## config.mk

```make
export PLATFORM = sky130hd
export DESIGN_NAME = gpio_apb_ctrl
export DESIGN_NICKNAME = d
export VERILOG_FILES = /design/src/rtl/gpio_pkg.sv /design/src/rtl/gpio_pin_sync.sv /design/src/rtl/gpio_apb_decode.sv /design/src/rtl/gpio_reg_file.sv /design/src/rtl/gpio_apb_ctrl.sv
export SDC_FILE = /design/constraint.sdc
export NUM_CORES = 1
export LEC_CHECK = 0
export BUFFER_PORTS_ARGS = -buffer_cell sky130_fd_sc_hd__buf_2
export CAP_MARGIN = 25
export CORE_UTILIZATION = 30
export DETAILED_ROUTE_END_ITERATION = 8
export PLACE_DENSITY_LB_ADDON = 0.08
export SYNTH_ARGS = -nofsm -noshare
export SYNTH_HDL_FRONTEND = slang
export SYNTH_HIERARCHICAL = 1
export SYNTH_SLANG_ARGS = --single-unit
export TNS_END_PERCENT = 50
```

## constraint.sdc

```tcl
create_clock -name pclk -period 2.12 [get_ports pclk]
set_input_delay 0 -clock pclk [delete_from_list [all_inputs] [get_ports pclk]]
set_output_delay 0 -clock pclk [all_outputs]
set_load 0.01 [all_outputs]
```

## src/rtl/gpio_pkg.sv

```systemverilog
package gpio_pkg;

  localparam int unsigned BUS_DW = 32;

  // Word index of each register (byte offset / 4); software sees these
  localparam int unsigned WIDX_DOUT = 0;
  localparam int unsigned WIDX_DIR  = 1;
  localparam int unsigned WIDX_PINS = 2;
  localparam int unsigned WIDX_STAT = 3;
  localparam int unsigned WIDX_IEN  = 4;

  typedef enum logic [2:0] {
    RSEL_DOUT,
    RSEL_DIR,
    RSEL_PINS,
    RSEL_STAT,
    RSEL_IEN,
    RSEL_NONE
  } reg_sel_e;

  typedef struct packed {
    logic     rd;
    logic     wr;
    logic     hit;
    reg_sel_e sel;
  } bus_req_t;

endpackage

```

## src/rtl/gpio_pin_sync.sv

```systemverilog
module gpio_pin_sync #(
  parameter int unsigned NPINS  = 32,
  parameter int unsigned STAGES = 2
) (
  input  logic             clk,
  input  logic             rst_n,
  input  logic [NPINS-1:0] pin_i,
  output logic [NPINS-1:0] level_o,
  output logic [NPINS-1:0] change_o
);

  localparam int unsigned LAST = STAGES - 1;

  logic [NPINS-1:0] prev_q;

  for (genvar s = 0; s < STAGES; s++) begin : g_stage
    logic [NPINS-1:0] q;
    if (s == 0) begin : g_first
      always_ff @(posedge clk or negedge rst_n) begin
        if (!rst_n) q <= '0;
        else        q <= pin_i;
      end
    end else begin : g_next
      always_ff @(posedge clk or negedge rst_n) begin
        if (!rst_n) q <= '0;
        else        q <= g_stage[s-1].q;
      end
    end
  end

  assign level_o = g_stage[LAST].q;

  // One extra flop holds the previous synchronized level for edge detection
  always_ff @(posedge clk or negedge rst_n) begin
    if (!rst_n) prev_q <= '0;
    else        prev_q <= level_o;
  end

  assign change_o = level_o ^ prev_q;

endmodule

```

## src/rtl/gpio_apb_decode.sv

```systemverilog
module gpio_apb_decode
  import gpio_pkg::*;
#(
  parameter int unsigned ADDR_W = 12
) (
  input  logic              psel,
  input  logic              penable,
  input  logic              pwrite,
  input  logic [ADDR_W-1:0] paddr,
  output bus_req_t          req_o,
  output logic              pready_o,
  output logic              pslverr_o
);

  localparam int unsigned IDX_W = ADDR_W - 2;

  logic             access;
  logic             aligned;
  logic             hit;
  logic [IDX_W-1:0] widx;
  reg_sel_e         sel;

  always_comb begin
    access  = psel & penable;
    aligned = (paddr[1:0] == 2'b00);
    widx    = paddr[ADDR_W-1:2];
    sel     = RSEL_NONE;
    if (aligned) begin
      case (widx)
        IDX_W'(WIDX_DOUT): sel = RSEL_DOUT;
        IDX_W'(WIDX_DIR):  sel = RSEL_DIR;
        IDX_W'(WIDX_PINS): sel = RSEL_PINS;
        IDX_W'(WIDX_STAT): sel = RSEL_STAT;
        IDX_W'(WIDX_IEN):  sel = RSEL_IEN;
        default:           sel = RSEL_NONE;
      endcase
    end
    hit = (sel != RSEL_NONE);
  end

  always_comb begin
    req_o.sel = sel;
    req_o.hit = hit;
    req_o.rd  = access & ~pwrite & hit;
    req_o.wr  = access &  pwrite & hit;
  end

  // Zero wait states: every access phase completes
  assign pready_o  = access;
  assign pslverr_o = access & ~hit;

endmodule

```

## src/rtl/gpio_reg_file.sv

```systemverilog
module gpio_reg_file
  import gpio_pkg::*;
#(
  parameter int unsigned NPINS = 32
) (
  input  logic             clk,
  input  logic             rst_n,
  input  bus_req_t         req_i,
  input  logic [NPINS-1:0] wbits_i,
  input  logic [NPINS-1:0] pin_evt_i,
  output logic [NPINS-1:0] dout_q,
  output logic [NPINS-1:0] dir_q,
  output logic [NPINS-1:0] ien_q,
  output logic [NPINS-1:0] sts_q,
  output logic             irq_q
);

  logic             dout_en, dir_en, ien_en, sts_en;
  logic [NPINS-1:0] sts_clr;
  logic [NPINS-1:0] sts_d;
  logic             irq_d;

  // Next-state logic
  always_comb begin
    dout_en = req_i.wr && (req_i.sel == RSEL_DOUT);
    dir_en  = req_i.wr && (req_i.sel == RSEL_DIR);
    ien_en  = req_i.wr && (req_i.sel == RSEL_IEN);
    sts_clr = (req_i.wr && (req_i.sel == RSEL_STAT)) ? wbits_i : '0;
    sts_en  = (|pin_evt_i) | (|sts_clr);
    // A hardware set overrides a same-cycle clear
    sts_d   = (sts_q & ~sts_clr) | pin_evt_i;
    irq_d   = |(sts_q & ien_q);
  end

  // Register processes with explicit clock enables
  always_ff @(posedge clk or negedge rst_n) begin
    if (!rst_n)       dout_q <= '0;
    else if (dout_en) dout_q <= wbits_i;
  end

  always_ff @(posedge clk or negedge rst_n) begin
    if (!rst_n)      dir_q <= '0;
    else if (dir_en) dir_q <= wbits_i;
  end

  always_ff @(posedge clk or negedge rst_n) begin
    if (!rst_n)      ien_q <= '0;
    else if (ien_en) ien_q <= wbits_i;
  end

  always_ff @(posedge clk or negedge rst_n) begin
    if (!rst_n)      sts_q <= '0;
    else if (sts_en) sts_q <= sts_d;
  end

  always_ff @(posedge clk or negedge rst_n) begin
    if (!rst_n) irq_q <= 1'b0;
    else        irq_q <= irq_d;
  end

endmodule

```

## src/rtl/gpio_apb_ctrl.sv

```systemverilog
module gpio_apb_ctrl
  import gpio_pkg::*;
#(
  parameter int unsigned NPINS  = 32,
  parameter int unsigned ADDR_W = 12
) (
  input  logic              pclk,
  input  logic              presetn,
  input  logic              psel,
  input  logic              penable,
  input  logic              pwrite,
  input  logic [ADDR_W-1:0] paddr,
  input  logic [31:0]       pwdata,
  output logic [31:0]       prdata,
  output logic              pready,
  output logic              pslverr,
  input  logic [NPINS-1:0]  pin_in,
  output logic [NPINS-1:0]  pin_out,
  output logic [NPINS-1:0]  pin_oe,
  output logic              irq
);

  localparam int unsigned SYNC_STAGES = 2;

  bus_req_t         req;
  logic [NPINS-1:0] pin_lvl;
  logic [NPINS-1:0] pin_chg;
  logic [NPINS-1:0] dout_q, dir_q, ien_q, sts_q;
  logic [NPINS-1:0] wbits;

  assign wbits = pwdata[NPINS-1:0];

  gpio_pin_sync #(
    .NPINS  (NPINS),
    .STAGES (SYNC_STAGES)
  ) u_sync (
    .clk      (pclk),
    .rst_n    (presetn),
    .pin_i    (pin_in),
    .level_o  (pin_lvl),
    .change_o (pin_chg)
  );

  gpio_apb_decode #(
    .ADDR_W (ADDR_W)
  ) u_dec (
    .psel      (psel),
    .penable   (penable),
    .pwrite    (pwrite),
    .paddr     (paddr),
    .req_o     (req),
    .pready_o  (pready),
    .pslverr_o (pslverr)
  );

  gpio_reg_file #(
    .NPINS (NPINS)
  ) u_regs (
    .clk       (pclk),
    .rst_n     (presetn),
    .req_i     (req),
    .wbits_i   (wbits),
    .pin_evt_i (pin_chg),
    .dout_q    (dout_q),
    .dir_q     (dir_q),
    .ien_q     (ien_q),
    .sts_q     (sts_q),
    .irq_q     (irq)
  );

  // Read data, valid in the access phase; zero for misses and writes
  always_comb begin
    prdata = '0;
    if (req.rd) begin
      case (req.sel)
        RSEL_DOUT: prdata[NPINS-1:0] = dout_q;
        RSEL_DIR:  prdata[NPINS-1:0] = dir_q;
        RSEL_PINS: prdata[NPINS-1:0] = pin_lvl;
        RSEL_STAT: prdata[NPINS-1:0] = sts_q;
        RSEL_IEN:  prdata[NPINS-1:0] = ien_q;
        default:   prdata = '0;
      endcase
    end
  end

  assign pin_oe  = dir_q;
  assign pin_out = dout_q & dir_q;

endmodule

```

**Yosys cells after proc, flatten, opt, wreduce, memory -nomap -nowiden**

Cells that the tools add are included.

- Mux-type cells: 5
- Equal/unequal tests: 9
- Bitwise operators: 15
- Reductions and logical operators: 10

Operator list:

| operator | number |
|---|---|
| $pmux W32 S5 | 1 |
| $and A32 B32 Y32 | 3 |
| $reduce_or A32 Y1 | 3 |
| $mux W32 | 2 |
| $not A32 Y32 | 1 |
| $or A32 B32 Y32 | 1 |
| $xor A32 B32 Y32 | 1 |
| $eq A10 B2 Y1 const B | 2 |
| $pmux W3 S5 | 1 |
| $eq A10 B1 Y1 const B | 1 |
| $eq A10 B3 Y1 const B | 1 |
| $logic_not A10 Y1 | 1 |
| $and A1 B1 Y1 | 6 |
| $eq A3 B2 Y1 const B | 2 |
| $logic_and A1 B1 Y1 | 4 |
| $eq A3 B1 Y1 const B | 1 |
| $eq A3 B3 Y1 const B | 1 |
| $logic_not A3 Y1 | 1 |
| $mux W3 | 1 |
| $ne A3 B3 Y1 const B | 1 |
| $logic_not A2 Y1 | 1 |
| $not A1 Y1 | 2 |
| $or A1 B1 Y1 | 1 |

- Bits in registers: 225
- Logic and storage cells: 47
- Output and inout bits: 99
- Input bits: 81

**Longest topological paths before layout**

Gate-level depths: netlist (run 1).

- Word-level depth: 10
- Mapped depth: 9

**By module**

The synthesis (run 1) kept the hierarchy.

Modules (own cells, without submodules):

| module | area an instance (sq um) | times used | cells each |
|---|---|---|---|
| gpio_reg_file | 5098.6 | 1 | 329 |
| gpio_pin_sync | 2682.6 | 1 | 128 |
| gpio_apb_ctrl | 2249.7 | 1 | 296 |
| gpio_apb_decode | 113.9 | 1 | 15 |

**Worst setup path after synthesis (run 1)**

OpenSTA, ideal clock, no wires.

- Path type: input-to-reg
- Start: input port paddr[8]
- End: register u_regs.dir_q[10]
- Slack: 0.044 ns
- Stages on the path: 7
- Buffers on the path: 2
- Arrival time: 1.951 ns
- Setup time: 0.125 ns
- Cell sequence: or4_1 nor3_1 and3b_1 and4bb_1 buf_2 buf_6 mux2_4

RTL lines:

| what | RTL line | text |
|---|---|---|
| start: declaration | gpio_apb_ctrl.sv:12 | `input logic [ADDR_W-1:0] paddr,` |
| end signal: assignment | gpio_reg_file.sv:43 | `else if (dir_en) dir_q <= wbits_i;` |
| end: declaration | gpio_reg_file.sv:12 | `output logic [NPINS-1:0] dir_q,` |

==> results of run 1 <==
==> layout by cell type, fill, tap and decap left out, drive strengths merged, types with 33 or more instances in the layout <==
cell	count
buf	228
dfrtp	225
mux2	96
dlygate4sd3	65
nand3b	64
clkbuf	36
nand2	35
inv	33
and2	33
a21oi	33
==> final cells by class <==
cell class	instances	area (µm²)
clock buffer	36	759
clock inverter	11	155
fill	3180	19300
timing repair buffer	293	2180
sequential	225	5630
tap	442	553
multi-input combinational	459	4160
inverter	33	124
==> metal layers <==
layer / GRT usage, % / routed length (µm)
met2: 27.2 / 13500
met1: 23.0 / 13300
met5: 0 / 0
met4: 4.75 / 748
met3: 2.15 / 870
==> flip-flops by register name (all words and copies together) (netlist names) <==
| register | flops |
|---|---|
| u_regs/dir_q | 32 |
| u_regs/dout_q | 32 |
| u_regs/ien_q | 32 |
| u_regs/sts_q | 32 |
| u_sync/g_stage.q | 32 |
| u_sync/level_o | 32 |
| u_sync/prev_q | 32 |
| u_regs/irq_q | 1 |
==> power groups by stage <==
stage | clock network [mW] | logic [mW] | registers, mW
6_report | 4.74 | 0.374 | 4.44
5_1_grt | 5.06 | 0.420 | 4.45
4_1_cts | 4.92 | 0.384 | 4.44
3_5_place_dp | 0 | 0.289 | 4.52
3_3_place_gp | 0 | 0.289 | 4.52
2_1_floorplan | 0 | 0.0521 | 4.51
==> through the flow <==
stage | setup TNS, ps | cell area (µm²) | util (%)
2_1_floorplan | 0 | 10100 | -
3_3_place_gp | -22760 | 11900 | 36.1
3_5_place_dp | -20070 | 11900 | 36.1
4_1_cts | -45.4 | 13500 | 41.1
5_1_grt | -1330 | 13600 | 41.3
6_report | -14.6 | 13600 | 41.3
==> timing repair <==
item | 4_1_cts | 5_1_grt
endpoints found under the hold margin | 385 | 0
hold buffers | 65 | 0
buffers inserted | 1 | 0
pin swaps | 2 | 7
resized for setup | 10 | 15
endpoints found under the setup margin | 32 | 32
gates cloned | 1 | 0
==> worst max path at each step <==
stage	start	end	slack (ps)
after floorplan	paddr[8]	u_regs/dir_q[10]	40
after global placement	paddr[8]	u_regs/dout_q[29]	-210
after detailed placement	paddr[8]	u_regs/dout_q[0]	-190
after CTS	paddr[6]	prdata[1]	-10
after global routing	paddr[5]	prdata[4]	-80
final	paddr[5]	prdata[2]	-10
==> worst max-delay path, delay by kind of cell <==
| kind | cells | cell delay (ps) |
|---|---|---|
| and+or+nand+nor | 4 | 1100 |
| buffers and inverters | 5 | 710 |
| AOI/OAI and AO/OA | 2 | 310 |
==> metrics, run 1 <==
drt total wl 28400 µm; total number of vias 6967; Layout area overhead 33.8%; Core ar. 0.0329 mm²; total track usage 16.7%; # Max-Cap Violations 0; Die X-Extent 186 µm; largest net degree at the start of global routing 72; Site Rows 66; DIE AREA 0.0345 mm²; dpl ws -191 ps; CTS buffer count 26; Clk pwr share about half; first-pass GRT wire length 43600 µm; worst-skew pair later-pin latency 520 ps; initial antenna violation count 1; combinational power share 3.9%; failing checks setup timing; Min Hold Slack 28.2 ps; clock skew 5.99 ps; Port Buf Inserts 179; gpl congestion roughly 0.74; Die Span Y ~190 µm; IO Count 180; Worst-Margin Slew 585 ps; H-Tree Depth 1; synthesized area per cell 13.2 µm²; Worst setup SP type primary input; worst slew margin relative to its limit 61.0%; FF-to-FF setup slack 530 ps; Final Non-Filler Cells 1499; Num Clock Sinks 225; worst stage delay on the critical path approximately 570 ps; vias in the first global route 7220; RSZ-0062 raised after global routing yes; reg2reg start u_regs/sts_q[5]; Hold WC Path Type in -> async; status finished with violations; Post-Synthesis Cells 767; critical path fanouts, max 18; clk slew on worst S/H paths 60 ps; CTS tree yes; FF-to-FF End u_regs/irq_q; post-DP HPWL between 15000 and 20000 µm; Synthesized Nets between 800 and 900; drt wl/cell 19.0 µm; Antenna Diode Count 0; Post-Syn Area 0.0101 mm²; net switching power 2.02 mW; crit path capture type primary output; Tot Pwr 9.56 mW; fin. max-slew vios 0; pwr dens ~700 mW/mm²; Antenna Nets Post-Route 0; DRC viols 0; final setup vio count 2; worst setup margin -12.1 ps; P_int 7.55 mW; CP Cell Sequence buf_6, or4_4, nor3_4, buf_6, and3b_2, buf_12, or2_4, buf_12, o32ai_2, o21a_1, buf_2; reg2reg path depth 3; layout cells sized above 1 38.4%; Tmin final 2130 ps; sw frac 21.1%; Worst Path Required 2120 ps; vias per inst between 4 and 5; Remaining Overflow, GRT 0; endpoints failing hold 0; CTS Root Cell clkbuf_16; Fmax 0.469 GHz; Initial Util a little under a third; Leak 6.31 nW; Cells after DPL 1385; Arr. time, crit path 2130 ps; period utilization 101%; nets@finish about 1.1k; synth warn 6; maximum vdd ir drop between 0.4 and 0.5 mV; critical setup path kind in -> out; slowest cell on the critical path or4_4; DRT Pass-1 Iters 4; Max Buffers Root-to-Sink 3; Seq pwr share 46.5%; DRT iter0 DRCs about 220
No activity file was read; power rests on OpenSTA's default activity.
==> run 2: changes to the inputs <==
Settings changed: BUFFER_PORTS_ARGS -buffer_cell sky130_fd_sc_hd__buf_2 to unset, DONT_BUFFER_PORTS set to 1.
==> metrics, run 2 (synthesis gave the netlist of run 1 again) <==
sw frac 21.4% (+0.31 points); Core ar. 0.0329 mm² (unchanged); Initial Util 30.8% (unchanged); Port Buf Inserts 0 (-100%); RSZ-0062 raised after global routing yes; critical path fanouts, max 9 (-9); period utilization 95.3% (-5.2 points); final setup vio count 0 (-2); status finished with violations; Tot Pwr 9.14 mW (-4.4%); DRT Pass-1 Iters 4 (unchanged); total track usage 16.7% (+0.064 points); maximum vdd ir drop 0.572 mV (+19%); Bufs and invs on worst path 3 (-2); Tmin final 2020 ps (-111 ps); Worst setup SP type primary input; vias in the first global route 6996 (-3.1%); drt total wl 28300 µm (-0.59%); vias per inst 4.86 (+4.5%); Antenna Diode Count 0 (unchanged); fin. max-slew vios 0 (unchanged); total number of vias 6463 (-7.2%); CP Cell Sequence or4_4, nor3_2, buf_4, and3b_2, buf_12, or2_4, bufbuf_16, o32ai_2, o21a_4; post-DP HPWL 18100 µm (-7.7%); Site Rows 66 (unchanged); Worst path top cell family by delay simple AND/OR/NAND/NOR gates; Layout area overhead 25.7%; Max Buffers Root-to-Sink 3 (unchanged); layout cells sized above 1 24.5% (-14 points); Leak 5.45 nW (-14%); combinational power share 2.5% (-1.4 points); most common cell after layout, fill and taps aside dfrtp_1; Fmax 0.495 GHz (+5.5%); P_int 7.18 mW (-4.8%); worst stage delay on the critical path 550 ps (-20 ps); nets@finish 953 (-15%); initial antenna violation count 0 (-1); net switching power 1.95 mW (-3.0%); first-pass GRT wire length 43300 µm (-0.71%); CTS tree yes; Worst Path Required 2120 ps (about the same); Die X-Extent 186 µm (unchanged); largest net degree at the start of global routing 226 (+210%); Num Clock Sinks 225 (unchanged); post-cts hold buffer count 94 (+45%); most frequent cells in the layout 225 x dfrtp_1, 94 x dlygate4sd3_1, 64 x nand3b_1; IO Count 180 (unchanged); # Max-Cap Violations 0 (unchanged); endpoints failing hold 225 (+225); gpl congestion 0.743 (+0.77%); Antenna Nets Post-Route 0 (unchanged); Worst-Margin Slew 581 ps (-4.44 ps); worst slew margin relative to its limit 61.3% (+0.30 points); Min Hold Slack -842 ps (-871 ps); CTS buffer count 27 (+3.8%); failing checks hold timing; DRT iter0 DRCs 220 (-1.3%); Hold WC Path Type in -> async; Seq pwr share 48.7% (+2.2 points); Remaining Overflow, GRT 0 (unchanged); crit path capture type primary output; critical setup path kind in -> out; CTS Root Cell clkbuf_16; Arr. time, crit path 2020 ps (-110 ps); clock skew 7.46 ps (+1.47 ps); Clk pwr share 48.8% (-0.8 points); DIE AREA 0.0345 mm² (unchanged); H-Tree Depth 1 (unchanged); worst-skew pair later-pin latency 550 ps (+30 ps); pwr dens 717 mW/mm² (+1.7%); drt wl/cell 21.2 µm (+12%); DRC viols 0 (unchanged); clk slew on worst S/H paths 60 ps (about the same); slowest cell on the critical path or4_4; Die Span Y 186 µm (unchanged)
==> run 2: layout make-up <==
type	instances	area, µm²
fill	3205	20100
timing repair buffer	126	1390
inverter	33	124
multi-input combinational	459	4190
tap	442	553
sequential	225	5630
clock buffer	40	815
clock inverter	6	47.5
==> run 2: final timing paths <==
kind / start / endpoint / slack [ps] / depth (start not counted)
setup / recovery: paddr[6] / prdata[14] / 100 / 9
min in group pclk: pin_in[2] / u_sync/g_stage[0].q[2] / 30 / 1
setup reg to reg: u_regs/sts_q[5] / u_regs/irq_q / 600 / 3
hold reg to reg: u_sync/g_stage[0].q[2] / u_sync/level_o[2] / 350 / 0
max in group asynchronous: presetn / u_sync/level_o[11] / 2690 / 0
hold / removal: presetn / u_sync/g_stage[0].q[8] / -840 / 0
==> run 2: power by group through the flow <==
stage | registers, mW | logic (mW) | clock network, mW
6_report | 4.45 | 0.231 | 4.46
5_1_grt | 4.45 | 0.251 | 4.84
4_1_cts | 4.45 | 0.230 | 4.64
3_5_place_dp | 4.53 | 0.0584 | 0
3_3_place_gp | 4.52 | 0.0577 | 0
2_1_floorplan | 4.51 | 0.0521 | 0
==> run 2: stage by stage <==
step                area [µm²]  util (%)  setup slack [ps]  std cells  setup TNS [ps]
floorplan                10100         -              43.9        767               0
global placement         10800      32.7             -90.0       1186           -6950
detailed placement       10800      32.7              -112       1186           -7040
CTS                      12600      38.4             0.879       1328               0
global route             12700      38.8             -19.8       1331            -198
finish                   12700      38.8              98.7       1331               0
==> run 2: metal layers <==
layer / global-route usage [%] / wire (µm) / up-vias
li1: - / - / 2943
met1: 21.6 / 12500 / 3317
met3: 3.85 / 1470 / 42
met5: 0 / 0 / -
met4: 4.56 / 605 / 0
met2: 27.9 / 13700 / 161
==> run 2: worst register-to-register path: cells and delay by family (launching register included) <==
kind	cells	cell delay, ps
AO/OA/AOI/OAI	1	290
flip-flops	1	440
AND/OR/NAND/NOR	2	670
==> run 2: what timing repair did <==
| action | in CTS | in global routing |
|---|---|---|
| hold endpoints to repair | 385 | 225 |
| resized for setup | 9 | 16 |
| endpoints found under the setup margin | 30 | 29 |
| buffers inserted | 1 | 3 |
| pin swaps | 2 | 3 |
| gates cloned | 1 | 0 |
==> run 3: changes to the inputs <==
Settings changed: CELL_PAD_IN_SITES_DETAIL_PLACEMENT set to 0, CELL_PAD_IN_SITES_GLOBAL_PLACEMENT set to 1.
==> metrics, run 3 (synthesis gave the netlist of run 1 again) <==
Initial Util 30.8% (unchanged); worst slew margin relative to its limit 69.3% (+8.0 points); drt total wl 29600 µm (+4.6%); CP Depth 9 (unchanged); first-pass GRT wire length 44000 µm (+1.6%); period utilization 94.9% (-0.46 points); Site Rows 66 (unchanged); DIE AREA 0.0345 mm² (unchanged); post-cts hold buffer count 94 (unchanged); most frequent cells in the layout 225 x dfrtp_1, 94 x dlygate4sd3_1, 64 x nand3b_1; drt wl/cell 22.2 µm (+4.3%); Antenna Diode Count 0 (unchanged); Worst setup SP type primary input; Worst path top cell family by delay simple AND/OR/NAND/NOR gates; slowest cell on the critical path or4_4; RSZ-0062 raised after global routing no; CTS buffer count 28 (+3.7%); Clk pwr share 49.1% (+0.3 points); CP Cell Sequence or4_4, nor3_4, buf_6, and3b_2, buf_6, or2_4, buf_12, o32ai_4, o21a_1; reg2reg path depth 3 (unchanged); routed length on met2 13900 µm (+1.4%); gpl congestion 0.763 (+2.7%); net switching power 2.00 mW (+2.3%); failing checks hold timing; worst-skew pair later-pin latency 550 ps (about the same); critical path fanouts, max 8 (-1); Antenna Nets Post-Route 0 (unchanged); # Max-Cap Violations 0 (unchanged); Hold WC Path Type in -> async; pwr dens 723 mW/mm² (+0.78%); Cells after DPL 1189 (+0.25%); Arr. time, crit path 2010 ps (about the same); total track usage 17.3% (+0.54 points); Fill cells 3246 (+1.3%); vias in the first global route 6947 (-0.70%); largest net degree at the start of global routing 226 (unchanged); Layout area overhead 25.7% (about the same); Met1 Wirelength 13400 µm (+7.0%); Fmax 0.497 GHz (+0.49%); nets@finish 954 (+0.10%); initial antenna violation count 0 (unchanged); critical setup path kind in -> out; layout cells sized above 1 23.7% (-0.78 points); CTS tree yes; Max Buffers Root-to-Sink 3 (unchanged); Worst-Margin Slew 461 ps (-120 ps); Leak 5.46 nW (+0.17%); Tmin final 2010 ps (-9.76 ps); fin. max-slew vios 0 (unchanged); endpoints failing hold 225 (unchanged); worst stage delay on the critical path 540 ps (about the same); CTS Root Cell clkbuf_16; Port Buf Inserts 0 (unchanged); crit path capture type primary output; Core ar. 0.0329 mm² (unchanged); setup TNS 0 ps (unchanged); clock skew 12.4 ps (+4.92 ps); Die X-Extent 186 µm (unchanged); vias per inst 4.85 (-0.19%); DRT iter0 DRCs 338 (+54%); sw frac 21.7% (+0.33 points); H-Tree Depth 1 (unchanged); Worst Path Required 2120 ps (about the same); most common cell after layout, fill and taps aside dfrtp_1; Top Metal Used met4; status finished with violations; IO Count 180 (unchanged); maximum vdd ir drop 0.676 mV (+18%); total number of vias 6470 (+0.11%); DRC viols 0 (unchanged); post-DP HPWL 19100 µm (+5.8%); Final Non-Filler Cells 1335 (+0.30%); Seq pwr share 48.3% (-0.4 points); Most Frequent Cell on Critical Path buf_6; Num Clock Sinks 225 (unchanged); clk slew on worst S/H paths 50 ps (about the same); DRT Pass-1 Iters 4 (unchanged); Bufs and invs on worst path 3 (unchanged); met3 WL 1580 µm (+7.8%); P_int 7.21 mW (+0.34%); combinational power share 2.6% (about the same); Remaining Overflow, GRT 0 (unchanged); Tot Pwr 9.21 mW (+0.76%); final setup vio count 0 (unchanged); Min Hold Slack -830 ps (+12.1 ps); Die Span Y 186 µm (unchanged)
run 3: cell count changes in the layout (fill, tap and decap cells not counted), sizes merged:
cell	before	now
clkinv	4	8
clkbuf	40	42
bufbuf	1	0
clkinvlp	1	0
run 3: final timing paths:
| check | from | endpoint | slack, ps |
|---|---|---|---|
| max | paddr[0] | prdata[6] | 110 |
| min | presetn | u_regs/dout_q[8] | -830 |
| max reg2reg | u_regs/sts_q[5] | u_regs/irq_q | 500 |
| min reg2reg | u_sync/g_stage[0].q[4] | u_sync/level_o[4] | 350 |
| max in group asynchronous | presetn | u_sync/level_o[26] | 2720 |
| min in group pclk | pin_in[7] | u_sync/g_stage[0].q[7] | 20 |
run 3: final cells by class:
type | instances | area (µm²) | share of cell area (%)
clock buffers | 41 | 821 | 6.44
clock inverters | 9 | 52.6 | 0.412
inverters | 33 | 124 | 0.972
multi-input cells | 459 | 4170 | 32.7
flip-flops and latches | 225 | 5630 | 44.2
well taps | 442 | 553 | 4.34
repair buffers | 126 | 1400 | 11.0
run 3: metrics by stage:
step | setup slack (ps) | area [µm²] | hold slack [ps] | utilization (%)
2_1_floorplan | 43.9 | 10100 | -296 | -
3_3_place_gp | -222 | 10800 | -285 | 32.9
3_5_place_dp | -229 | 10800 | -279 | 32.9
4_1_cts | 15.9 | 12700 | -877 | 38.6
5_1_grt | 0.607 | 12700 | -866 | 38.8
6_report | 108 | 12700 | -830 | 38.8
run 3: power groups by stage:
stage	logic [mW]	registers, mW	clock network [mW]
floorplan	0.0521	4.51	0
detailed placement	0.0606	4.52	0
global route	0.257	4.45	4.86
CTS	0.236	4.45	4.71
global placement	0.0590	4.52	0
finish	0.237	4.45	4.52
run 3: what timing repair did:
action	CTS	global route
gates cloned	1	1
buffers inserted	0	1
pin swaps	3	8
resized for setup	13	6
setup endpoints to repair	32	30
endpoints found under the hold margin	385	225
run 3: metal layers:
layer | global-route usage, % | vias up
li1 | - | 2948
met2 | 28.3 | 169
met4 | 4.79 | 0
met3 | 3.83 | 39
met1 | 22.8 | 3314
met5 | 0 | -
